## config.mk

```make
export PLATFORM = sky130hd
export DESIGN_NAME = blit_word_unit
export DESIGN_NICKNAME = d
export VERILOG_FILES = /design/src/rtl/blit_pkg.sv /design/src/rtl/blit_ctrl.sv /design/src/rtl/blit_dpath.sv /design/src/rtl/blit_word_unit.sv
export SDC_FILE = /design/constraint.sdc
export NUM_CORES = 1
export LEC_CHECK = 0
export ABC_AREA = 1
export BUFFER_PORTS_ARGS = -buffer_cell sky130_fd_sc_hd__buf_2
export CELL_PAD_IN_SITES_DETAIL_PLACEMENT = 0
export CELL_PAD_IN_SITES_GLOBAL_PLACEMENT = 1
export CORE_MARGIN = 2
export CORE_UTILIZATION = 26
export CTS_CLUSTER_SIZE = 24
export DETAILED_ROUTE_END_ITERATION = 8
export PLACE_DENSITY_LB_ADDON = 0.1
export SYNTH_ARGS = -nofsm -noshare
export SYNTH_HDL_FRONTEND = slang
export SYNTH_SLANG_ARGS = --single-unit
```

## constraint.sdc

```tcl
create_clock -name clk -period 6.4 [get_ports clk]
set_input_delay 1.28 -clock clk [delete_from_list [all_inputs] [get_ports clk]]
set_output_delay 1.28 -clock clk [all_outputs]
set_load 0.05 [all_outputs]
```

## src/rtl/blit_pkg.sv

```systemverilog
package blit_pkg;
  typedef struct packed {
    logic capture;
    logic toSrc;
    logic toDst;
    logic clearPrev;
    logic fifoWr;
    logic fifoRd;
    logic drive;
  } blitStrobes_t;
endpackage

```

## src/rtl/blit_ctrl.sv

```systemverilog
module blit_ctrl
  import blit_pkg::*;
(
  input  logic         clk,
  input  logic         rstN,
  input  logic         latchStb,
  input  logic         srcCycle,
  input  logic         lineStart,
  input  logic         outEn,
  output blitStrobes_t strb
);
  logic toSrcQ, toDstQ, wrQ;
  logic [1:0] rdPipe;

  always_ff @(posedge clk) begin
    if (!rstN) begin
      toSrcQ <= 1'b0;
      toDstQ <= 1'b0;
      wrQ    <= 1'b0;
      rdPipe <= '0;
    end else begin
      toSrcQ <= latchStb & srcCycle;
      toDstQ <= latchStb & ~srcCycle;
      wrQ    <= toSrcQ;
      rdPipe <= {rdPipe[0], wrQ};
    end
  end

  always_comb begin
    strb.capture   = latchStb;
    strb.toSrc     = toSrcQ;
    strb.toDst     = toDstQ;
    strb.clearPrev = lineStart;
    strb.fifoWr    = wrQ;
    strb.fifoRd    = rdPipe[1];
    strb.drive     = outEn;
  end
endmodule

```

## src/rtl/blit_dpath.sv

```systemverilog
module blit_dpath
  import blit_pkg::*;
#(
  parameter int DW         = 16,
  parameter int SHW        = $clog2(DW),
  parameter int FIFO_DEPTH = 4
) (
  input  logic          clk,
  input  logic          rstN,
  input  blitStrobes_t  strb,
  input  logic [DW-1:0] busIn,
  input  logic [SHW-1:0] shiftAmt,
  input  logic [3:0]    funcSel,
  input  logic          leftEn,
  input  logic          rightEn,
  input  logic [DW-1:0] leftMask,
  input  logic [DW-1:0] rightMask,
  output logic [DW-1:0] busOut,
  output logic          busOe,
  output logic [DW-1:0] curSrcO,
  output logic [DW-1:0] prevSrcO
);
  localparam int PAIR_W = 2 * DW;
  localparam int PTR_W  = (FIFO_DEPTH > 1) ? $clog2(FIFO_DEPTH) : 1;

  logic [DW-1:0] master, curSrc, prevSrc, dstReg, holdReg;
  logic [DW-1:0] fifoMem [FIFO_DEPTH];
  logic [PTR_W-1:0] wrPtr, rdPtr;
  logic [PAIR_W-1:0] shifted;
  logic [DW-1:0] aligned, funcOut, edgeMask, result;

  // alignment: shift the pair toward the MSB, keep the upper half
  always_comb begin
    shifted = {prevSrc, curSrc} << shiftAmt;
    aligned = shifted[PAIR_W-1:DW];
  end

  always_ff @(posedge clk) begin
    if (!rstN) begin
      master  <= '0;
      curSrc  <= '0;
      prevSrc <= '0;
      dstReg  <= '0;
      holdReg <= '0;
      wrPtr   <= '0;
      rdPtr   <= '0;
      for (int i = 0; i < FIFO_DEPTH; i++) fifoMem[i] <= '0;
    end else begin
      if (strb.capture) master <= busIn;
      if (strb.clearPrev)  prevSrc <= '0;
      else if (strb.toSrc) prevSrc <= curSrc;
      if (strb.toSrc)          curSrc <= master;
      else if (strb.clearPrev) curSrc <= '0;
      if (strb.toDst) dstReg <= master;
      if (strb.fifoWr) begin
        fifoMem[wrPtr] <= aligned;
        wrPtr <= wrPtr + PTR_W'(1);
      end
      if (strb.fifoRd) begin
        holdReg <= fifoMem[rdPtr];
        rdPtr <= rdPtr + PTR_W'(1);
      end
    end
  end

  // logic unit: each code bit is the output for one (s,d) minterm
  for (genvar b = 0; b < DW; b++) begin : g_blu
    assign funcOut[b] = funcSel[{holdReg[b], dstReg[b]}];
  end

  always_comb begin
    edgeMask = (leftEn ? leftMask : '1) & (rightEn ? rightMask : '1);
    result   = (funcOut & edgeMask) | (dstReg & ~edgeMask);
    busOut   = strb.drive ? result : '0;
    busOe    = strb.drive;
  end

  assign curSrcO  = curSrc;
  assign prevSrcO = prevSrc;
endmodule

```

## src/rtl/blit_word_unit.sv

```systemverilog
module blit_word_unit
  import blit_pkg::*;
#(
  parameter int DW         = 16,
  parameter int SHW        = $clog2(DW),
  parameter int FIFO_DEPTH = 4
) (
  input  logic           clk,
  input  logic           rstN,
  input  logic [DW-1:0]  busIn,
  input  logic           latchStb,
  input  logic           srcCycle,
  input  logic           lineStart,
  input  logic [SHW-1:0] shiftAmt,
  input  logic [3:0]     funcSel,
  input  logic           leftEn,
  input  logic           rightEn,
  input  logic [DW-1:0]  leftMask,
  input  logic [DW-1:0]  rightMask,
  input  logic           outEn,
  output logic [DW-1:0]  busOut,
  output logic           busOe
);
  blitStrobes_t strb;
  logic [DW-1:0] curSrc, prevSrc;

  blit_ctrl u_ctrl (
    .clk(clk), .rstN(rstN), .latchStb(latchStb), .srcCycle(srcCycle),
    .lineStart(lineStart), .outEn(outEn), .strb(strb)
  );

  blit_dpath #(.DW(DW), .SHW(SHW), .FIFO_DEPTH(FIFO_DEPTH)) u_dpath (
    .clk(clk), .rstN(rstN), .strb(strb), .busIn(busIn), .shiftAmt(shiftAmt),
    .funcSel(funcSel), .leftEn(leftEn), .rightEn(rightEn),
    .leftMask(leftMask), .rightMask(rightMask), .busOut(busOut), .busOe(busOe),
    .curSrcO(curSrc), .prevSrcO(prevSrc)
  );
endmodule

```

==> results of run 1 <==
registers in the layout, summed over array words and instances, names as in the netlist:
register,count
u_dpath.fifoMem,64
u_dpath.curSrcO,16
u_dpath.dstReg,16
u_dpath.holdReg,16
u_dpath.master,16
u_dpath.prevSrcO,16
u_ctrl.rdPipe,2
u_dpath.rdPtr,2
u_dpath.wrPtr,2
u_ctrl.toDstQ,1
u_ctrl.toSrcQ,1
u_ctrl.wrQ,1
path summary, 6_finish.rpt:
path,end,slack (ps),cells past startpoint
worst max-delay path,busOut[9],2470,7
worst min-delay path,u_ctrl.rdPipe[1],410,2
worst max register to register,u_dpath.fifoMem[2][3],3890,4
worst min register to register,u_ctrl.rdPipe[1],410,2
synthesized netlist by cell type:
master    number  area, um^2
buf_1          1        3.75
o22ai_1       32         200
o21ai_0      137         686
inv_1         98         368
clkbuf_1      33         124
nor3_1         1        5.00
buf_2         22         110
dfxtp_1       89        1780
nand2_2        3        18.8
buf_4          6        45.0
nand3_1      134         671
edfxtp_1      64        1920
nand2_1       82         308
nand3_2        7        70.1
inv_2          5        18.8
buf_6          3        33.8
nor2_1       112         420
o21ai_1       10        50.1
a21oi_1      116         581
nor2_4         1        11.3
o32ai_1       15         131
power by group through the flow:
stage                     Combinational (mW)  Sequential (mW)  Clock [mW]
after floorplan                        0.176             1.08           0
after global placement                 0.258             1.09           0
after detailed placement               0.257             1.09           0
after CTS                              0.258             1.07       0.995
after global routing                   0.281             1.07        1.03
final                                  0.253             1.07       0.967
cell families after synthesis:
group	share of synthesized area, %
flip-flops	49.0
AND/OR/NAND/NOR	19.9
AO/OA/AOI/OAI	21.8
buffers and inverters	9.30
per-stage QoR:
step	util, %	area [um^2]	power, mW	worst slack, ps
after floorplan	-	7560	1.26	2560
after global placement	28.4	8150	1.35	2470
after detailed placement	28.4	8150	1.35	2470
after CTS	30.3	8700	2.32	2470
after global routing	30.3	8700	2.38	2340
final	30.3	8700	2.29	2470
area by class of cell:
cell class	instances	share of cell area, %
Sequential cell	153	42.6
Multi-Input combinational cell	650	36.2
Tap cell	384	5.52
Clock buffer	18	5.05
Timing Repair Buffer	84	4.95
Inverter	103	4.44
Clock inverter	14	1.27
layer usage:
layer	wire length, um	share of wire, %	up-vias
li1	-	-	3442
met1	12500	48	3237
met2	12400	47	119
met3	848	3.2	20
met4	431	1.7	0
met5	0	0	-
critical path: cells and delay by family:
family	cells	cell delay (ps)
compound gates	2	270
buf+inv	4	930
simple gates	1	160
==> flow_summary_export.csv, run 1 <==
group,metric,value,unit
final_layout,seq_area,0.00370,mm^2
grt,grt_pass1_vias,6660,
sta,tns,0,ps
sta,fmax,254,MHz
sta,holdWs,413,ps
routing,wl_per_cell,18.6,um
final_layout,nFillCells,3170,
clock_network,cts_sinks,153,
final_layout,fin_nets,1073,
worst_setup_path,crit_start,"leftEn",
power_and_ir_drop,cellPowerDensity,263,mW/mm^2
grt,met1_usage,23.3,%
logic_synthesis,synth.ff_latch_count,153,
routing,ant_nets,0,
logic_synthesis,syn_area_per_cell,7.78,um^2
power_and_ir_drop,clkPwrFrac,42.3,%
grt,top_usage_layer,"met2",
sta,slew_headroom,32.2,%
routing,via_per_inst,4.85,
final_layout,final_cell_mix,"o21ai_0, nand3_1, a21oi_1",
logic_synthesis,syn-num-nets,1035,
logic_synthesis,yosysUniqueCellTypes,21,
power_and_ir_drop,p_int,1.63,mW
grt,grt_use_met2,29.0,%
final_layout,syn2layout_area_growth,15.1,%
place,gp_congestion,0.740,
floorplan,die_w,175,um
clock_network,hold_buffers,0,
floorplan,ioPinCount,81,
power_and_ir_drop,vdd_drop_max,144,uV
grt,grt_util_met3,3.28,%
routing,drc,0,
grt,grt_use_total,17.5,%
worst_setup_path,critPathMaxStageDelay,450,ps
clock_network,htree_levels,4,
grt,antenna_found_initial,0,
worst_setup_path,worstSetupPathType,"primary input to output pin",
sta,tightest_slew,1020,ps
worst_setup_path,worstPathMaxFanout,16,
worst_hold_path,min_path_type,"flop to flop",
routing,finalWirelength,26100,um
floorplan,die-area,0.0305,mm^2
worst_setup_path,start_kind,"primary input",
floorplan,die_height,175,um
logic_synthesis,syn_area,0.00756,mm^2
sta,setup_viol,0,
final_layout,antenna_cells,0,
sta,hold_viol,0,
sta,fin_skew,14.4,ps
power_and_ir_drop,power_leakage,3.46,nW
clock_network,cts_tree,"yes",
sta,rsz0062_at_grt,"false",
routing,vias,6818,
worst_setup_path,rr_startpoint,"u_ctrl.wrQ",
clock_network,cts_buffer_depth,2,
sta,slew_viol_final,0,
grt,grt_pass1_wl,40100,um
worst_setup_path,cp_data_arrival_time,2650,ps
clock_network,clk_pin_slew_worst_paths,60,ps
final_layout,fin_cells,1406,
power_and_ir_drop,p_sw,0.656,mW
routing,drt_iter0_markers,444,
routing,first_pass_iters,5,
clock_network,post_cts.repair.setup_buffers,0,
power_and_ir_drop,power.share.switching,28.7,%
clock_network,cts-resized-gates,0,
floorplan,rows,62,
final_layout,layout_commonest_cell,"o21ai_0",
logic_synthesis,ys.warnings.count,0,
sta,fin_crit_sh,61.4,%
place,numPortBuffers,80,
power_and_ir_drop,combPwrFrac,11.0,%
logic_synthesis,synthCells,971,
sta,min_period,3930,ps
clock_network,ctsRootBufferMaster,"clkbuf_16",
grt,grt_overflow,0,
grt,grt_start_max_net_pins,49,
clock_network,clock_latency,430,ps
worst_setup_path,cp-end-kind,"output pin",
place,dp.cells,1374,
floorplan,fp.coreArea,0.0287,mm^2
final_layout,multi_input_area,0.00315,mm^2
place,dp_hpwl,17800,um
worst_setup_path,worstPathRequired,5120,ps
clock_network,cts_buffers,17,
worst_setup_path,cp_slowest_cell,"inv_1",
final_layout,layout-drive-gt1-share,12.8,%
logic_synthesis,yosysSeqAreaShare,49.0,%
worst_hold_path,hold_start,"u_ctrl.rdPipe[0]",
floorplan,start_util,26.3,%
power_and_ir_drop,pwr-share-seq,46.7,%
outcome,status,"finished, final reports clean",
worst_setup_path,worstPathCellList,"buf_2 -> inv_1 -> o22ai_1 -> inv_1 -> o21ai_0 -> nor2_1 -> buf_2",
flow_run,drv_cap,0,
Note: power is estimated with default switching activity, not from simulation.
==> run 2: changes to the inputs <==
clock period = 3.86 ns   (was 6.4 ns; I/O delays follow)
==> run 2 against run 1 <==
  * Setup slack got worse by 1500 ps
  * Global-route usage increased by 0.076 points
  * Non-clock buffer count increased by 7
  * Power increased by 74%
  * Clock-buffer cell count unchanged
  * Sequential cell count unchanged
  * Sequential share of layout area decreased by 0.61 points
  * Register-to-register slack got worse by 2000 ps
  * Via count increased by 1.0%
  * Clock skew decreased by 1.2 ps
  * Final area increased by 1.5%
  * Die area unchanged
  * Critical path type unchanged
  * Largest cell class unchanged
  * Largest power group is now the clock network
==> flow_summary_export.csv, run 2 (synthesis gave the netlist of run 1 again) <==
group,metric,value,unit
final_layout,layout-drive-gt1-share,13.5,%
worst_setup_path,worstPathCellList,"buf_2 -> inv_1 -> o22ai_1 -> inv_1 -> o21ai_0 -> nor2_1 -> buf_2",
grt,grt_use_total,17.5,%
worst_setup_path,worstPathRequired,3090,ps
worst_setup_path,worstPathMaxFanout,16,
sta,slew_headroom,33.7,%
sta,setup_viol,0,
worst_setup_path,critPathMaxStageDelay,400,ps
floorplan,start_util,26.3,%
sta,setup_ws,998,ps
final_layout,layout_commonest_cell,"o21ai_0",
sta,fmax,349,MHz
place,dp.cells,1381,
place,dp_hpwl,18100,um
clock_network,cts-resized-gates,0,
routing,drc,0,
sta,tightest_slew,994,ps
clock_network,cts_buffers,17,
outcome,status,"finished, final reports clean",
floorplan,rows,62,
floorplan,die_w,175,um
grt,grt_overflow,0,
final_layout,syn2layout_area_growth,16.8,%
worst_setup_path,cp_slowest_cell,"inv_1",
grt,antenna_found_initial,0,
final_layout,final_cell_area,0.00883,mm^2
routing,via_per_inst,4.87,
final_layout,fin_nets,1080,
clock_network,clk_pin_slew_worst_paths,60,ps
sta,slew_viol_final,0,
final_layout,nFillCells,3167,
worst_setup_path,cp_data_arrival_time,2090,ps
floorplan,fp.coreArea,0.0287,mm^2
clock_network,clock_latency,430,ps
floorplan,die_height,175,um
clock_network,hold_buffers,0,
worst_setup_path,worstSetupPathType,"primary input to output pin",
clock_network,cts_sinks,153,
clock_network,post_cts.repair.setup_buffers,0,
grt,grt_pass1_vias,6686,
power_and_ir_drop,power_leakage,3.52,nW
clock_network,htree_levels,4,
routing,wl_per_cell,18.5,um
sta,rsz0062_at_grt,"false",
place,numPortBuffers,80,
routing,vias,6887,
grt,grt_start_max_net_pins,49,
place,dpl_cell_area,0.00821,mm^2
routing,first_pass_iters,5,
clock_network,cts_tree,"yes",
clock_network,cts_buffer_depth,2,
worst_hold_path,min_path_type,"flop to flop",
routing,ant_nets,0,
power_and_ir_drop,vdd_drop_max,172,uV
routing,drt_iter0_markers,473,
sta,holdWs,438,ps
final_layout,largest_reg_flops,64,
worst_setup_path,cp-end-kind,"output pin",
routing,finalWirelength,26200,um
place,place_ws,957,ps
floorplan,ioPinCount,81,
sta,hold_viol,0,
clock_network,ctsRootBufferMaster,"clkbuf_16",
power_and_ir_drop,cellPowerDensity,451,mW/mm^2
flow_run,drv_cap,0,
power_and_ir_drop,total_power,3.98,mW
floorplan,die-area,0.0305,mm^2
final_layout,fin_cells,1413,
sta,fin_skew,13.2,ps
sta,min_period,2860,ps
final_layout,final_cell_mix,"o21ai_0, nand3_1, a21oi_1",
worst_setup_path,start_kind,"primary input",
final_layout,antenna_cells,0,
sta,tns,0,ps
place,gp_congestion,0.721,
sta,fin_crit_sh,74.2,%
final_layout,final_util,30.8,%
final_layout,top_register,"u_dpath.fifoMem",
grt,grt_pass1_wl,40800,um
## run 2: layout make-up
type	count	area, um^2	area share [%]
Clock buffer	18	450	5.10
Clock inverter	14	173	1.96
Inverter	103	387	4.38
Multi-Input combinational cell	650	3150	35.7
Sequential cell	153	3700	42.0
Tap cell	384	480	5.44
Timing Repair Buffer	91	483	5.47
## run 2: worst max-delay path, delay by kind of cell
family / cells / cell delay, ps
buf+inv: 4 / 870
simple gates: 1 / 140
compound gates: 2 / 300
## run 2: report_power, final
part / internal, mW / switching [mW] / total, mW
clock network: 1.02 / 0.768 / 1.79
logic: 0.116 / 0.306 / 0.422
registers: 1.74 / 0.0359 / 1.77
total: 2.87 / 1.11 / 3.98
## run 2: path summary, 6_finish.rpt
kind                                        from                     to  slack (ps)  depth (start not counted)
worst max-delay path                     rightEn              busOut[7]        1000                          7
worst min-delay path            u_ctrl.rdPipe[0]       u_ctrl.rdPipe[1]         440                          2
worst min register to register  u_ctrl.rdPipe[0]       u_ctrl.rdPipe[1]         440                          2
worst max register to register        u_ctrl.wrQ  u_dpath.fifoMem[1][9]        1870                          5
## run 2: metal layers
layer	share of wire (%)	GRT usage, %	vias up	routed length [um]
li1	-	-	3453	-
met1	49	24.4	3304	12800
met2	47	28.9	105	12300
met3	2.7	2.38	25	707
met4	1.5	4.27	0	384
met5	0	0	-	0
==> run 3: changes to the inputs <==
ABC_AREA = 0   (was 1)
clock period = 2.68 ns   (was 3.86 ns; I/O delays follow)
==> run 3 against run 2 <==
  * Clock skew is essentially flat
  * Area after synthesis is 7.8% higher
  * Sequential power grew 42%
  * Combinational power increased by 25%
  * Setup slack worse by 730 ps
  * Die area increased by 7.7%
  * Final area is 9.2% higher
  * Non-clock buffer count is 25 higher
  * Cell count fell by 17%
  * Critical path depth down 1
  * Power is 37% higher
  * Critical endpoint is now busOut[0]
==> flow_summary_export.csv, run 3 <==
group,metric,value,unit
final_layout,fin_cells,1167,
clock_network,cts_sinks,153,
worst_setup_path,worstPathRequired,2140,ps
sta,min_period,2420,ps
clock_network,cts_tree,"yes",
routing,drc,0,
place,dp.cells,1135,
logic_synthesis,synth.ff_latch_count,153,
clock_network,clock_latency,430,ps
sta,rsz0062_at_grt,"false",
power_and_ir_drop,cellPowerDensity,568,mW/mm^2
worst_setup_path,reg2reg_to,"u_dpath.fifoMem[1][4]",
clock_network,cts-resized-gates,0,
final_layout,final_util,31.3,%
clock_network,cts_buffer_depth,2,
logic_synthesis,synthFlopType,"dfxtp_1",
worst_setup_path,critPathMostFrequentCell,"buf_2",
grt,grt_pass1_vias,5923,
routing,finalWirelength,25300,um
outcome,status,"finished, final reports clean",
worst_setup_path,worstPathCellList,"buf_2 -> inv_1 -> o22ai_1 -> o21ai_0 -> o311a_1 -> buf_2",
grt,antenna_found_initial,0,
worst_setup_path,cp_data_arrival_time,1880,ps
flow_run,drv_cap,0,
sta,slew_viol_final,0,
floorplan,die-area,0.0328,mm^2
logic_synthesis,yosysSeqAreaShare,45.4,%
logic_synthesis,async_flop_share,0,%
place,gp_congestion,0.848,
worst_setup_path,ff2ff_path_depth,4,
sta,holdWs,269,ps
worst_setup_path,rr_startpoint,"u_dpath.curSrcO[11]",
worst_setup_path,worstPathMaxFanout,16,
clock_network,clk_pin_slew_worst_paths,80,ps
sta,slew_headroom,43.9,%
sta,setup_viol,0,
routing,first_pass_iters,4,
routing,ant_nets,0,
worst_hold_path,hold_depth,2,
routing,wl_per_cell,21.6,um
logic_synthesis,synth_edf_count,64,
floorplan,rows,64,
final_layout,fin_nets,822,
floorplan,start_util,26.5,%
final_layout,largest_reg_flops,64,
final_layout,antenna_cells,0,
logic_synthesis,syn_area_per_cell,12.0,um^2
power_and_ir_drop,total_power,5.47,mW
floorplan,fp.coreArea,0.0307,mm^2
logic_synthesis,synth_commonest_cells,"mux2i_1, dfxtp_1, nor2_1",
clock_network,ctsRootBufferMaster,"clkbuf_16",
worst_setup_path,cp_slowest_cell,"inv_1",
routing,vias,5751,
sta,fmax,414,MHz
floorplan,die_w,181,um
worst_hold_path,hold_start,"srcCycle",
worst_setup_path,worstSetupPathType,"primary input to output pin",
final_layout,layout_commonest_cell,"mux2i_1",
sta,fin_crit_sh,90.2,%
logic_synthesis,synth_top_area_share,23.6,%
logic_synthesis,synth_area_leaders,"edfxtp_1, dfxtp_1, mux2i_1",
worst_setup_path,worst-r2r-setup-slack,760,ps
final_layout,top_register,"u_dpath.fifoMem",
final_layout,final_cell_mix,"mux2i_1, dfxtp_1, buf_2",
logic_synthesis,yosysUniqueCellTypes,43,
sta,tightest_slew,838,ps
power_and_ir_drop,vdd_drop_max,407,uV
clock_network,htree_levels,4,
floorplan,die_height,181,um
place,place_ws,4.65,ps
logic_synthesis,syn_area,0.00815,mm^2
final_layout,layout-drive-gt1-share,29.4,%
floorplan,ioPinCount,81,
sta,hold_viol,0,
logic_synthesis,yosys.area.top_type,"edfxtp_1",
logic_synthesis,synthCells,680,
clock_network,hold_buffers,0,
worst_hold_path,hold_end,"u_ctrl.toDstQ",
worst_setup_path,critPathMaxStageDelay,360,ps
grt,grt_use_total,15.8,%
final_layout,syn2layout_area_growth,18.2,%
logic_synthesis,ys.warnings.count,0,
clock_network,cts_buffers,17,
worst_hold_path,min_path_type,"primary input to flop",
logic_synthesis,syn-num-nets,744,
place,numPortBuffers,80,
sta,setup_ws,263,ps
grt,grt_pass1_wl,38300,um
clock_network,post_cts.repair.setup_buffers,0,
place,dp_hpwl,18400,um
grt,grt_overflow,0,
routing,drt_iter0_markers,442,
worst_setup_path,cp-end-kind,"output pin",
routing,via_per_inst,4.93,
sta,fin_skew,12.9,ps
worst_setup_path,start_kind,"primary input",
final_layout,nFillCells,3138,
logic_synthesis,yosysMostFrequentCell,"mux2i_1",
power_and_ir_drop,power_leakage,3.46,nW
grt,grt_start_max_net_pins,39,
## run 3: area by class of cell
| class | count | area [um^2] | share of cell area [%] |
|---|---|---|---|
| multi-input cells | 460 | 4120 | 42.8 |
| flip-flops and latches | 153 | 3700 | 38.4 |
| repair buffers | 116 | 683 | 7.09 |
| well taps | 396 | 495 | 5.14 |
| clock buffers | 17 | 425 | 4.41 |
| clock inverters | 15 | 171 | 1.78 |
| inverters | 10 | 37.5 | 0.390 |
## run 3: critical path: cells and delay by family
kind,cells,cell delay [ps]
AO/OA/AOI/OAI,3,620
buffers and inverters,3,720
## run 3: report_power, final
group | switching, mW | internal (mW) | leakage, nW
clock network | 1.16 | 1.26 | 0.294
logic | 0.305 | 0.221 | 1.79
registers | 0.0447 | 2.48 | 1.38
total | 1.51 | 3.96 | 3.46
## run 3: cell families after synthesis
| family | share of synthesized area (%) |
|---|---|
| AOI/OAI and AO/OA | 8.66 |
| and+or+nand+nor | 11.0 |
| xor gates and xnor gates | 0.430 |
| DFF | 45.4 |
| muxes | 30.5 |
| buffers and inverters | 4.02 |
## run 3: worst max path at each step
stage,from,endpoint
2_1_floorplan,leftEn,busOut[11]
3_3_place_gp,shiftAmt[2],u_dpath.fifoMem[1][9]
3_5_place_dp,shiftAmt[2],u_dpath.fifoMem[1][9]
4_1_cts,leftEn,busOut[1]
5_1_grt,leftEn,busOut[1]
6_report,leftEn,busOut[0]
## run 3: layer usage
metal  routed length (um)  track usage (%)  vias to the layer above  share of wire [%]
met5                    0                0                        -                  0
met4                  474             4.98                        0                1.9
met3                  989             2.36                       21                3.9
met2                12000             26.1                      143                 47
met1                11800             21.2                     2890                 47
li1                     -                -                     2697                  -
## run 3: per-stage QoR
stage / cell area [um^2] / setup TNS (ps)
detailed placement: 9040 / 0
finish: 9640 / 0
floorplan: 8150 / 0
global route: 9640 / 0
CTS: 9640 / 0
global placement: 9040 / -29.7
